===== src/rtl/reseed_tpg_pkg.sv =====
// Shared types and helpers for the reseeding test-pattern generator.
package reseed_tpg_pkg;

    // Controller phases: waiting for start, emitting vectors, finished.
    typedef enum logic [1:0] {
        ST_IDLE = 2'd0,
        ST_RUN  = 2'd1,
        ST_DONE = 2'd2
    } run_state_t;

    // Width of an index able to address n entries (at least one bit).
    function automatic int unsigned idx_width(int unsigned n);
        return (n > 1) ? $clog2(n) : 1;
    endfunction

endpackage


===== src/rtl/seed_table.sv =====
// Seed table: a constant list of (seed, length) entries fixed by
// parameters. It returns the entry addressed by sel and flags every
// entry as usable or not.
// Assumes: entry k sits at bit k*W of SEEDS and at bit k*LEN_W of LENS.
module seed_table #(
    parameter int unsigned W      = 5,
    parameter int unsigned N      = 4,
    parameter int unsigned LEN_W  = 13,
    parameter int unsigned IDX_W  = 2,
    parameter logic [N*W-1:0]     SEEDS = '1,
    parameter logic [N*LEN_W-1:0] LENS  = '1
) (
    input  logic [IDX_W-1:0] sel,
    output logic [W-1:0]     sel_seed,
    output logic [LEN_W-1:0] sel_len,
    output logic [N-1:0]     usable
);

    logic [W-1:0]     seed_arr [N];
    logic [LEN_W-1:0] len_arr  [N];

    // Unpack each entry and mark it usable when seed and length are nonzero.
    for (genvar k = 0; k < N; k++) begin : g_entry
        assign seed_arr[k] = SEEDS[k*W +: W];
        assign len_arr[k]  = LENS[k*LEN_W +: LEN_W];
        assign usable[k]   = (seed_arr[k] != '0) && (len_arr[k] != '0);
    end

    // Read port: out-of-range selections return an empty entry.
    always_comb begin
        sel_seed = '0;
        sel_len  = '0;
        if (int'(sel) < int'(N)) begin
            sel_seed = seed_arr[sel];
            sel_len  = len_arr[sel];
        end
    end

endmodule


===== src/rtl/lfsr_core.sv =====
// Fibonacci LFSR. Stage 1 is bit 0. On each step every stage moves one
// place toward the higher index, and bit 0 takes the XOR of the stages
// picked by TAP_MASK. A load takes priority over a step.
// Assumes: the seed it is given is nonzero.
module lfsr_core #(
    parameter int unsigned W        = 5,
    parameter logic [W-1:0] TAP_MASK = 5'b10010
) (
    input  logic         clk,
    input  logic         rst_n,
    input  logic         load,
    input  logic         step,
    input  logic [W-1:0] seed,
    output logic [W-1:0] state
);

    logic fb;

    // Feedback bit from the tapped stages.
    assign fb = ^(state & TAP_MASK);

    // State register: clear on reset, load a seed, or shift one place.
    always_ff @(posedge clk) begin
        if (!rst_n)    state <= '0;
        else if (load) state <= seed;
        else if (step) state <= {state[W-2:0], fb};
    end

endmodule


===== src/rtl/reseed_ctrl.sv =====
// Sequencing controller. It walks the usable table entries in ascending
// order and counts out each entry's vectors. It loads the next entry on
// the same edge that would otherwise step past the last vector, so no
// idle cycle appears between entries. Start is accepted only when idle
// or done.
// Assumes: sel_len is the length of the entry at sel_idx in that cycle.
module reseed_ctrl
    import reseed_tpg_pkg::*;
#(
    parameter int unsigned N     = 4,
    parameter int unsigned LEN_W = 13,
    parameter int unsigned IDX_W = 2
) (
    input  logic             clk,
    input  logic             rst_n,
    input  logic             start,
    input  logic [N-1:0]     usable,
    input  logic [LEN_W-1:0] sel_len,
    output logic [IDX_W-1:0] sel_idx,
    output logic             load,
    output logic             step,
    output logic [IDX_W-1:0] cur_idx,
    output logic             valid,
    output logic             done
);

    run_state_t       state_q;
    logic [IDX_W-1:0] idx_q;
    logic [LEN_W-1:0] cnt_q;
    logic             found;
    logic             from_begin;
    logic             last_vec;

    assign from_begin = (state_q != ST_RUN);
    assign last_vec   = (state_q == ST_RUN) && (cnt_q == '0);

    // Find the next usable entry: the first one on a new run, else after idx_q.
    always_comb begin
        found   = 1'b0;
        sel_idx = '0;
        for (int j = 0; j < int'(N); j++) begin
            if (!found && usable[j] && (from_begin || j > int'(idx_q))) begin
                found   = 1'b1;
                sel_idx = IDX_W'(j);
            end
        end
    end

    // Register load and step strobes.
    assign load = found && ((from_begin && start) || last_vec);
    assign step = (state_q == ST_RUN) && (cnt_q != '0);

    // Phase, entry index and remaining-vector counter.
    always_ff @(posedge clk) begin
        if (!rst_n) begin
            state_q <= ST_IDLE;
            idx_q   <= '0;
            cnt_q   <= '0;
        end else begin
            case (state_q)
                ST_IDLE, ST_DONE: begin
                    if (start) begin
                        if (found) begin
                            state_q <= ST_RUN;
                            idx_q   <= sel_idx;
                            cnt_q   <= sel_len - LEN_W'(1);
                        end else begin
                            state_q <= ST_DONE;
                        end
                    end
                end
                ST_RUN: begin
                    if (cnt_q != '0) begin
                        cnt_q <= cnt_q - LEN_W'(1);
                    end else if (found) begin
                        idx_q <= sel_idx;
                        cnt_q <= sel_len - LEN_W'(1);
                    end else begin
                        state_q <= ST_DONE;
                    end
                end
                default: state_q <= ST_IDLE;
            endcase
        end
    end

    assign cur_idx = idx_q;
    assign valid   = (state_q == ST_RUN);
    assign done    = (state_q == ST_DONE);

endmodule


===== src/rtl/reseed_tpg.sv =====
// Top level of the reseeding test-pattern generator. It ties the seed
// table, the sequencing controller and the LFSR together. Every output
// comes straight from a register, so vector, valid flag and index change
// together on the clock edge.
// Assumes: the table lists at least one usable entry, and the total of
// the lengths fits a LEN_W-bit count.
module reseed_tpg
    import reseed_tpg_pkg::*;
#(
    parameter int unsigned  W         = 5,
    parameter logic [W-1:0] TAP_MASK  = 5'b10010,
    parameter int unsigned  NUM_SEEDS = 4,
    parameter int unsigned  LEN_W     = 13,
    parameter logic [NUM_SEEDS*W-1:0] SEED_LIST =
        {5'b01001, 5'b10011, 5'b00110, 5'b11101},
    parameter logic [NUM_SEEDS*LEN_W-1:0] LEN_LIST =
        {13'd31, 13'd20, 13'd14, 13'd9},
    localparam int unsigned IDX_W = idx_width(NUM_SEEDS)
) (
    input  logic             clk,
    input  logic             rst_n,
    input  logic             start,
    output logic [W-1:0]     pattern,
    output logic             pattern_valid,
    output logic [IDX_W-1:0] seed_index,
    output logic             done
);

    logic [IDX_W-1:0]     sel_idx;
    logic [W-1:0]         sel_seed;
    logic [LEN_W-1:0]     sel_len;
    logic [NUM_SEEDS-1:0] usable;
    logic                 load;
    logic                 step;

    seed_table #(
        .W(W), .N(NUM_SEEDS), .LEN_W(LEN_W), .IDX_W(IDX_W),
        .SEEDS(SEED_LIST), .LENS(LEN_LIST)
    ) u_table (
        .sel(sel_idx), .sel_seed(sel_seed), .sel_len(sel_len), .usable(usable)
    );

    reseed_ctrl #(
        .N(NUM_SEEDS), .LEN_W(LEN_W), .IDX_W(IDX_W)
    ) u_ctrl (
        .clk(clk), .rst_n(rst_n), .start(start), .usable(usable),
        .sel_len(sel_len), .sel_idx(sel_idx), .load(load), .step(step),
        .cur_idx(seed_index), .valid(pattern_valid), .done(done)
    );

    lfsr_core #(
        .W(W), .TAP_MASK(TAP_MASK)
    ) u_lfsr (
        .clk(clk), .rst_n(rst_n), .load(load), .step(step),
        .seed(sel_seed), .state(pattern)
    );

endmodule


===== config.mk =====
export PLATFORM = sky130hd
export DESIGN_NAME = reseed_tpg
export DESIGN_NICKNAME = d
export VERILOG_FILES = /design/src/rtl/reseed_tpg_pkg.sv /design/src/rtl/seed_table.sv /design/src/rtl/lfsr_core.sv /design/src/rtl/reseed_ctrl.sv /design/src/rtl/reseed_tpg.sv
export SDC_FILE = /design/constraint.sdc
export NUM_CORES = 1
export LEC_CHECK = 0
export ABC_AREA = 0
export BUFFER_PORTS_ARGS = -buffer_cell sky130_fd_sc_hd__buf_4
export CAP_MARGIN = 15
export CORE_MARGIN = 2
export CORE_UTILIZATION = 45
export DETAILED_ROUTE_END_ITERATION = 16
export PLACE_DENSITY = 0.66
export SLEW_MARGIN = 20
export SYNTH_ARGS = -nofsm -noshare
export SYNTH_HDL_FRONTEND = slang
export SYNTH_SLANG_ARGS = --single-unit

===== constraint.sdc =====
create_clock -name clk -period 2.2 [get_ports clk]
set_input_delay 0.44 -clock clk [delete_from_list [all_inputs] [get_ports clk]]
set_output_delay 0.44 -clock clk [all_outputs]
set_load 0.05 [all_outputs]

**Yosys cells after proc, flatten, opt, wreduce, memory -nomap -nowiden**

Index checks and enable logic that the tools add are counted.

- Register bits after elaboration: 22
- Input bits: 3
- Output and inout bits: 9
- Word-level logic and storage cells: 69

- $add $sub $neg: 2
- Order comparisons: 4
- Eq/ne operators: 6
- Mux-type cells: 28
- Bitwise logic cells: 1
- Reduce and logical (&&, ||, !) cells: 24

Operator list:

| operator | count |
|---|---|
| $mux 13 | 5 |
| $bmux 13 s2 | 1 |
| $pmux 13 s2 | 1 |
| $sub 13x1->13 const B | 2 |
| $mux 5 | 4 |
| $mux 2 | 9 |
| $logic_not 13->1 | 1 |
| $reduce_bool 13->1 | 1 |
| $bmux 5 s2 | 1 |
| $pmux 2 s2 | 2 |
| $logic_and 1x1->1 | 7 |
| $ne 2x2->1 const B | 3 |
| $reduce_and 3->1 | 2 |
| $mux 1 | 5 |
| $reduce_xor 5->1 | 1 |
| $gt 2x2->1 const A | 2 |
| $logic_or 1x1->1 | 4 |
| $reduce_bool 2->1 | 2 |
| $ge 3x3->1 const B | 1 |
| $logic_not 1->1 | 3 |
| $not 2->3 | 1 |
| $eq 2x1->1 const B | 1 |
| $eq 2x2->1 const B | 1 |
| $gt 1x2->1 const A | 1 |
| other kinds (4) | 4 |

**Depth between registers and ports, before layout**

Gate-level depths: netlist of the first run.

- Depth in word-level cells: 19
- Mapped depth: 12
- Mapped depth without buffers: 10

**Cells and area by module**

Synthesis of the first run repeated with hierarchy kept, for this count alone.

- Cells, all modules: 223
- Area, all modules: 1,860.5 um^2

By module, submodules not included:

| module | times used | cells each | area an instance (um^2) | sequential area each (um^2) |
|---|---|---|---|---|
| reseed_ctrl | 1 | 171 | 1,393.8 | 340.3 |
| lfsr_core | 1 | 23 | 255.2 | 100.1 |
| seed_table | 1 | 29 | 211.5 | 0.0 |

**Worst setup path before layout of the first run**

OpenSTA, ideal clock, no wires.

- Kind: register -> register
- Start: register u_ctrl.state_q[1]
- End: register u_ctrl.cnt_q[5]
- Setup time: 0.060 ns
- Arrival: 2.518 ns
- Required time: 2.140 ns
- Path slack: -0.379 ns
- Cell stages (with the launch flop): 11
- Buffers on the path: 2
- Period minus slack after synthesis: 2.579 ns
- Cell sequence: dfxtp_1 nand2b_1 buf_2 inv_1 buf_1 nand2b_1 ha_1 nor2_1 o21ai_0 a211oi_1 a32o_1

- Elaborated cells between the ends (all ways): 33

RTL lines:

| what | line | RTL |
|---|---|---|
| start: declaration | reseed_ctrl.sv:27 | `run_state_t state_q;` |
| start signal: assignment | reseed_ctrl.sv:56 | `state_q <= ST_IDLE;` |
| start signal: assignment | reseed_ctrl.sv:64 | `state_q <= ST_RUN;` |
| start signal: assignment | reseed_ctrl.sv:68 | `state_q <= ST_DONE;` |
| $eq 2x1->1 (*) | n/a |  |
| via pattern_valid | reseed_tpg.sv:24 | `output logic pattern_valid,` |
| $reduce_bool 2->1 (no line) | n/a |  |
| $reduce_and 2->1 (no line) | n/a |  |
| end signal: assignment | reseed_ctrl.sv:66 | `cnt_q <= sel_len - LEN_W'(1);` |
| end signal: assignment | reseed_ctrl.sv:74 | `cnt_q <= cnt_q - LEN_W'(1);` |
| end signal: assignment | reseed_ctrl.sv:77 | `cnt_q <= sel_len - LEN_W'(1);` |
| end: declaration | reseed_ctrl.sv:29 | `logic [LEN_W-1:0] cnt_q;` |

Mark *: on every way through the listed nets, which the timed path passes. The rest lies on a longest branch. The select of a mux whose other input is x is not followed.
A chain may end at the register's enable or synchronous reset.

**Worst setup path after layout of the first run**

- Start: register u_ctrl.cnt_q[0]
- End: register u_ctrl.cnt_q[1]

- Cells in the longest elaborated chain, start to end: 3
- Elaborated cells between the ends (all ways): 4

Ends and longest elaborated chain:

| what | line | RTL |
|---|---|---|
| $sub 13x1->13 or $reduce_bool 13->1 (tied branches) | reseed_ctrl.sv:74, reseed_ctrl.sv:73 |  |
| $mux 13 (*) | reseed_ctrl.sv:73 | `if (cnt_q != '0) begin` |
| $pmux 13 s2 (*) | reseed_ctrl.sv:60 | `case (state_q)` |

Every way passes the cells marked *; elsewhere a longest branch is shown, timed or not.

==> results.md, run 1 <==
Pwr:
- The sequential share of power is 37.1%.
- The internal power component is 806 uW.
- The worst-case IR drop observed on VDD is 0.000492 V.
- Summed over all cells, the static leakage comes to 0.000647 uW.
- In this run, the combinational gates consume 45.3% of the power.
- The share of total power in the clock network is 17.5%.
- The total power density per cell area is 822 nW/um^2.
- Summed over all nets, the switching power comes to 512 uW.
- Of the total power, the share spent switching nets is 38.8%.

Detailed routing:
- Summed over all layers, the routed wires come to 3.45 mm.
- The vias after detailed routing is 1,355.
- In this run, the number of DRC markers left after iteration 0 of detailed routing was 61.
- The per-cell via count in the routed design is 6.19.
- In the final routed layout, each cell accounts on average for 15.7 um.
- The first-pass iteration count of the detailed router is 4.
- For this run, design rule violations remaining after detail routing come to 0.
- The detail route stage leaves a number of antenna-violating nets equal to 0.

Finish:
- The layout has 249 filler cells.
- In the final layout, flip-flops and latches occupy 445 um^2.
- From synthesis to final layout, the design area changed by 21.5%.
- The number of antenna diodes is 0.
- Of the cells placed in the final design, the portion with a size suffix greater than 1 is 25.5%.
- At the end of the flow, the number of nets in the layout was 197.
- The multi-input logic area is 853 um^2.

Timing:
- The final sum of negative setup slack is 0 ps.
- Setup repair after global routing could not meet its margin everywhere.
- The total count of hold-check failures in the final report came to 0.
- The relative slew slack is 67.1%.
- The post-layout minimum cycle time is 2150 ps.
- The measured slew at the worst slew-check pin is 491 ps.
- On the final layout, the worst hold slack is 438 ps.
- The number of pins with negative max-slew slack in the final report is 0.
- The timing-limited maximum frequency is 466 MHz.
- Once routing completed, OpenROAD measured the worst setup slack at 54.2 ps.
- Across the routed clock network, the largest skew measured is 3.98 ps.
- Setup violations remaining at the end of the flow were counted as 0.
- The worst path uses 97.5% of the clock period.

Logic synthesis:
- The synthesized design spends more area on one cell type than any other, namely dfxtp_1.
- The synthesized netlist occupies a cell area of 1320 um^2.
- The leading register cell type out of synthesis is dfxtp_1.
- The fraction of synthesis flops using an asynchronous set or reset pin is 0%.
- The count of yosys warnings during synthesis is 0.
- Counting every net in the synthesized netlist gives 171.
- The number of enable-type register cells in the synthesized netlist is 0.
- After synthesis the netlist holds a flip-flop and latch count of 22.
- The sequential cell area fraction in the yosys report is 33.4%.
- Ranked by instance count, the synthesized netlist is headed by dfxtp_1 (22), nor2_1 (22), nand2_1 (13).
- The area share of the leading cell type in the synthesized netlist is 33.4%.
- Counting distinct cell types in the post-synthesis netlist gives 51.
- In the post-synthesis netlist, the biggest area contributors are dfxtp_1 (33%), nor2_1 (6.3%), ha_1 (4.7%).
- Averaged over all synthesized cells, the footprint is 8.09 um^2.
- The gate count after technology mapping is 163.

Floorplanning:
- The number of placement rows is 19.
- The core region is 2780 um^2.
- From left edge to right edge, the die measures 58.1 um.
- The initial cell density of the core is 47.4%.
- The chip height is 58.1 um.
- The die area is 3380 um^2.
- The number of ports placed on the die boundary is 12.

Clock tree:
- The maximum clock insertion buffer count is 2.
- The clock transition at the register clock pins on the worst setup and hold paths after CTS is 130 ps.
- Clock latency on the worst-skew pair, taken at its later pin, is 310 ps.
- The clock tree from TritonCTS is yes.
- CTS placed an instance of clkbuf_4 at the clock tree root.
- The number of clock buffers inserted by TritonCTS is 3.
- The clock sink total is 22.
- CTS built an H-tree with a depth of 1.

Run:
- The number of maximum-capacitance violations is 0.

GRT:
- The highest-utilization routing layer at the global route stage is met2.
- The maximum number of pins on one net before global-route repair is 18.
- The number of antenna violations at the first check in global routing came to 0.
- The via count of the first global-routing pass is 1,225.
- The routing usage on met2 is 35.1%.
- The combined global-route utilization of all metal layers is 21.7%.
- The met1 layer usage reported by global route is 31.2%.
- The first global-routing pass estimated 5.80 mm of wire.
- The sum of overflow across all layers after global routing is 0.
- The global routing met3 resource utilization is 2.68%.

Critical path:
- The critical path in this run is classified as flip-flop to flip-flop.
- The launch point of the critical path is u_ctrl.cnt_q[0].
- Setup slack on the worst reg-to-reg path comes out at 50 ps.
- For the worst setup path, the data arrival time is 2360 ps.
- The worst setup path is captured at a flip-flop.
- The startpoint identified for the worst register-to-register timing path is u_ctrl.cnt_q[0].
- The data required time at the worst endpoint is 2420 ps.
- The top fanout value on the critical path is 5.
- The kind of start point of the critical path is a flip-flop.

Outcome:
- The flow ran to the end, and the final reports show no timing, DRC or antenna violations.

Min path:
- The class of the most critical hold timing path is primary input to flip-flop.
- In this run the most critical hold path is launched from rst_n.

Place:
- Input and output buffers added on the ports amount to 11.
- At the placement stage, the worst setup path has a slack of 12.6 ps.
- The HPWL after detailed placement is 2.51 mm.
- The congestion estimate from routability-driven global placement came to 0.927.
-- layer usage --
metal	up-vias	wire length [um]
met2	29	1610
met1	654	1710
met4	0	25
met3	4	103
li1	668	-
met5	-	0
-- power groups by stage --
stage               registers, uW  logic, uW  clock network, uW
floorplan                     545        316                  0
CTS                           484        552                231
finish                        489        598                231
global placement              490        550                  0
global route                  497        646                255
detailed placement            493        550                  0
-- cell usage in the layout (no fill, tap or decap), types with 2 or more instances in the layout --
master    Yosys  layout
a211oi_1      2       2
a21oi_1      11      10
a22oi_1       2       2
a31oi_1       5       5
a32oi_1       2       2
buf_4         0      27
clkbuf_4      0       3
dfxtp_1      22      18
dfxtp_2       0       4
ha_1          5       4
inv_1         6       4
inv_2         0       2
mux2i_1       2       2
nand2_1      13      13
nand2b_1      4       4
nand3_1      10      10
nand4_1       2       2
nor2_1       22      22
nor3_1        6       6
o21ai_0       3       3
o22ai_1       2       2
o311ai_0      2       2
or3_1         4       4
or3_2         2       2
xnor2_1       3       3
-- logic make-up (layout without fill, tap and decap cells) --
family / count (synthesis) / count (layout) / synth area share [%]
flops: 22 / 22 / 33.4
compound gates: 44 / 44 / 24.1
mux: 2 / 2 / 1.52
simple gates: 74 / 74 / 30.5
xor+xnor: 3 / 3 / 1.99
buf+inv: 13 / 38 / 3.79
fa+ha+maj: 5 / 5 / 4.74
-- registers in the layout (all words and copies together), names as in the netlist --
| signal | flops |
|---|---|
| u_ctrl.cnt_q | 13 |
| u_lfsr.state | 5 |
| u_ctrl.state_q | 2 |
| u_ctrl.cur_idx | 2 |
-- per-stage QoR --
stage / cells / power, uW / cell area, um^2 / util, %
after global routing: 219 / 1400 / 1600 / 57.6
after CTS: 216 / 1270 / 1550 / 55.8
final: 219 / 1320 / 1600 / 57.6
after floorplan: 163 / 861 / 1320 / -
after detailed placement: 212 / 1040 / 1520 / 54.5
after global placement: 212 / 1040 / 1520 / 54.5
-- worst max-delay path, cell delays in order (launching register included) --
cell     delay [ps]
dfxtp_2         360
inv_2            80
ha_4            160
or4b_4          490
nor4_4          380
buf_4           170
buf_4           120
a21oi_1          80
o31ai_1         220
-- timing repair --
action / 4_1_cts / 5_1_grt
setup endpoints to repair: 1 / 16
buffers inserted: 0 / 3
hold buffers: 0 / 0
pin swaps: 1 / 1
gates resized for setup: 0 / 8
endpoints found under the hold margin: 0 / 0
-- cell type report --
type                    count  share of cell area [%]
inverters                   7                    1.64
clock buffers               4                    2.26
multi-input cells         128                    53.2
repair buffers             27                    12.6
flip-flops and latches     22                    27.8
well taps                  31                    2.42
-- final timing paths --
kind | end | depth (start not counted)
setup / recovery | u_ctrl.cnt_q[1] | 8
hold / removal | u_ctrl.cnt_q[7] | 2
setup reg to reg | u_ctrl.cnt_q[1] | 8
hold reg to reg | u_ctrl.cnt_q[12] | 1
Power figures use the tool's default switching activity.
==> inputs of run 2 (changes only) <==
==> constraint.sdc (replaced) <==
create_clock -name clk -period 2.2 [get_ports clk]
set_input_delay 0.44 -clock clk [delete_from_list [all_inputs] [get_ports clk]]
set_output_delay 0.44 -clock clk [all_outputs]
set_load 0.1 [all_outputs]
==> run 2 against run 1 <==
Sequential cell count did not move. Via count fell by 0.44%. Design area fell by 2.8%. Total power fell by 0.20%. Sequential share of layout area rose by 0.96 points. Clock power fell by 16%. Final cell count fell by 1.8%.
==> results.md, run 2 (synthesis gave the netlist of run 1 again) <==
GRT:
- The number of antenna violations at the first check in global routing is 0.
- Global routing consumed, over all layers together, 22.0% of the routing resources.
- The via count of the first global-routing pass is 1,229.
- The first global-routing pass estimated 5.78 mm of wire.
- Summed over all layers, the global routing overflow is 0.
- The maximum number of pins on one net before global-route repair is 18.

Pwr:
- The static leakage power is 0.000623 uW.
- The maximum VDD drop is 0.000549 V.
- The total power density per cell area is 844 nW/um^2.

Critical path:
- The worst setup path is captured at a flip-flop.
- At the worst endpoint, the arrival time is 2360 ps.
- The critical register-to-register path startpoint is u_ctrl.cnt_q[0].
- Of all nets on the critical path, the largest fanout is 6.
- The worst setup path is of the flip-flop to flip-flop kind.
- For the worst setup path, the data required time is 2430 ps.
- Across all register-to-register paths, the minimum setup slack is 70 ps.
- The length in cells of the worst reg-to-reg path is 7.
- The worst setup path is launched from a flip-flop.
- The reg-to-reg endpoint is u_ctrl.cnt_q[0].

Clock tree:
- The root cell of the clock tree is clkbuf_4.
- The maximum clock insertion buffer count is 2.
- The later pin in the worst-skew pair is clocked with a latency of 310 ps.
- The number of clock buffers inserted by TritonCTS is 3.
- Counting every sink on the clock net gives 22.
- Clock-pin slew was measured on the worst setup and hold paths at 120 ps.
- CTS built an H-tree with a depth of 1.
- TritonCTS built the clock tree.
- Post-CTS timing repair inserted 0 buffers for setup.

Detailed routing:
- Summed over all layers, the routed wires come to 3.48 mm.
- The number of routed nets with antenna violations is 0.
- The first-iteration detailed-routing DRC count is 43.
- Before antenna repair, the detailed router went through 4 iterations.
- Across all layers, the routed design uses 1,349 vias.
- After detailed routing, the average wire length per cell comes to 16.2 um.
- The number of DRC violations after detailed routing is 0.
- In the routed layout, each cell is associated on average with a via count of 6.27.

Timing:
- At the pin with the least slew margin, the transition time is 548 ps.
- The minimum setup slack in the final design is 70.4 ps.
- The total count of hold-check failures in the final report is 0.
- In this run the tightest slew margin relative to its limit is 63.3%.
- The timing-limited maximum frequency is 470 MHz.
- The post-layout minimum cycle time is 2130 ps.
- Setup violations remaining at the end of the flow were counted as 0.
- The number of pins with negative max-slew slack in the final report is 0.
- The final critical-path share of the clock period is 96.8%.
- Across the routed clock network, the largest skew measured is 1.33 ps.

Floorplanning:
- The chip width is 58.1 um.
- The die covers 3380 um^2.
- The number of placement rows is 19.
- For this configuration, the core starts out at a cell density of 47.4%.
- The placeable core area is 2780 um^2.
- The chip height is 58.1 um.
- In this run the count of I/O pins placed on the die edge is 12.

Place:
- The port buffer count is 11.
- Detailed placement finished with a half-perimeter wire length of 2.58 mm.
- The worst-case setup slack after placement is 3.33 ps.
- Routability-driven placement finished with a final weighted congestion of 0.887.
- The placed instances occupy a cell area of 1510 um^2.

Finish:
- From synthesis to final layout, the design area changed by 18.1%.
- The most common cell after layout, fill and taps aside is buf_4.
- The area of all placed cells without fillers is 1560 um^2.
- The post-route netlist has 20.7% of its cells at a drive strength greater than 1.
- The library cells used most frequently in the layout, excluding fill and tap cells, are buf_4 (23), nor2_1 (22), dfxtp_1 (20), nand2_1 (13), a21oi_1 (11).
- The register with the most flip-flops in the layout has 13 of them.
- The number of antenna diodes in the final layout is 0.
- The final layout contains 193 nets.
- In the final layout, the registers with the most flip-flops are u_ctrl.cnt_q (13), u_lfsr.state (5).
- The register containing the most flip-flops in the final layout is u_ctrl.cnt_q.

Run:
- Across the run, the number of max-cap violations was 0.

Min path:
- The worst hold path was traced through 2 stages.
- For hold timing, the worst endpoint is u_ctrl.cnt_q[2].
- The path class of the tightest hold or removal check is primary input to flip-flop.
- The launch point of the worst hold path is rst_n.

Outcome:
- The flow ran to the end, and the final reports show no timing, DRC or antenna violations.
run 2: layout make-up:
class	instances	area [um^2]
repair buffers	23	173
well taps	31	38.8
multi-input cells	128	846
clock buffers	3	22.5
flip-flops and latches	22	448
clock inverters	1	3.75
inverters	7	26.3
fillers	265	1220
run 2: worst max path at each step:
stage                      startpoint               to  slack, ps  cells after the start
finish                u_ctrl.cnt_q[0]  u_ctrl.cnt_q[0]         70                      7
global route          u_ctrl.cnt_q[1]  u_ctrl.cnt_q[0]        -10                      7
CTS                   u_ctrl.cnt_q[0]  u_ctrl.cnt_q[3]         10                      8
detailed placement    u_ctrl.cnt_q[0]  u_ctrl.cnt_q[0]          3                      7
global placement      u_ctrl.cnt_q[0]  u_ctrl.cnt_q[0]         80                      7
floorplan           u_ctrl.state_q[1]  u_ctrl.cnt_q[5]          5                     10
run 2: critical path, stage by stage (launching register included):
cell,delay [ps]
dfxtp_1,350
inv_1,100
ha_1,200
or4b_4,490
nor4_4,300
nor2_4,90
or3_1,360
a21oi_1,170
run 2: stage by stage:
step	cells	setup TNS (ps)	util [%]	hold slack, ps	power, uW
after detailed placement	211	0	54.4	452	1110
after CTS	215	0	55.4	439	1300
after global placement	211	0	54.4	445	1100
final	215	0	56.0	447	1320
after global routing	215	-11.1	56.0	441	1390
after floorplan	163	0	-	435	933
run 2: power by group:
| part | total [uW] | switching (uW) | internal, uW |
|---|---|---|---|
| Clock | 193 | 126 | 66.4 |
| Combinational | 629 | 393 | 236 |
| Sequential | 493 | 52.7 | 440 |
| Total | 1320 | 572 | 743 |
run 2: routing by layer:
metal / track usage [%] / wire length (um)
met5: 0 / 0
met4: 7.31 / 68
met3: 2.68 / 140
met2: 36.2 / 1630
met1: 29.9 / 1640
run 2: repair_timing:
| item | CTS | global route |
|---|---|---|
| setup endpoints to repair | 1 | 8 |
| pin swaps | 1 | 0 |
| resized for setup | 0 | 3 |
| hold buffers | 0 | 0 |
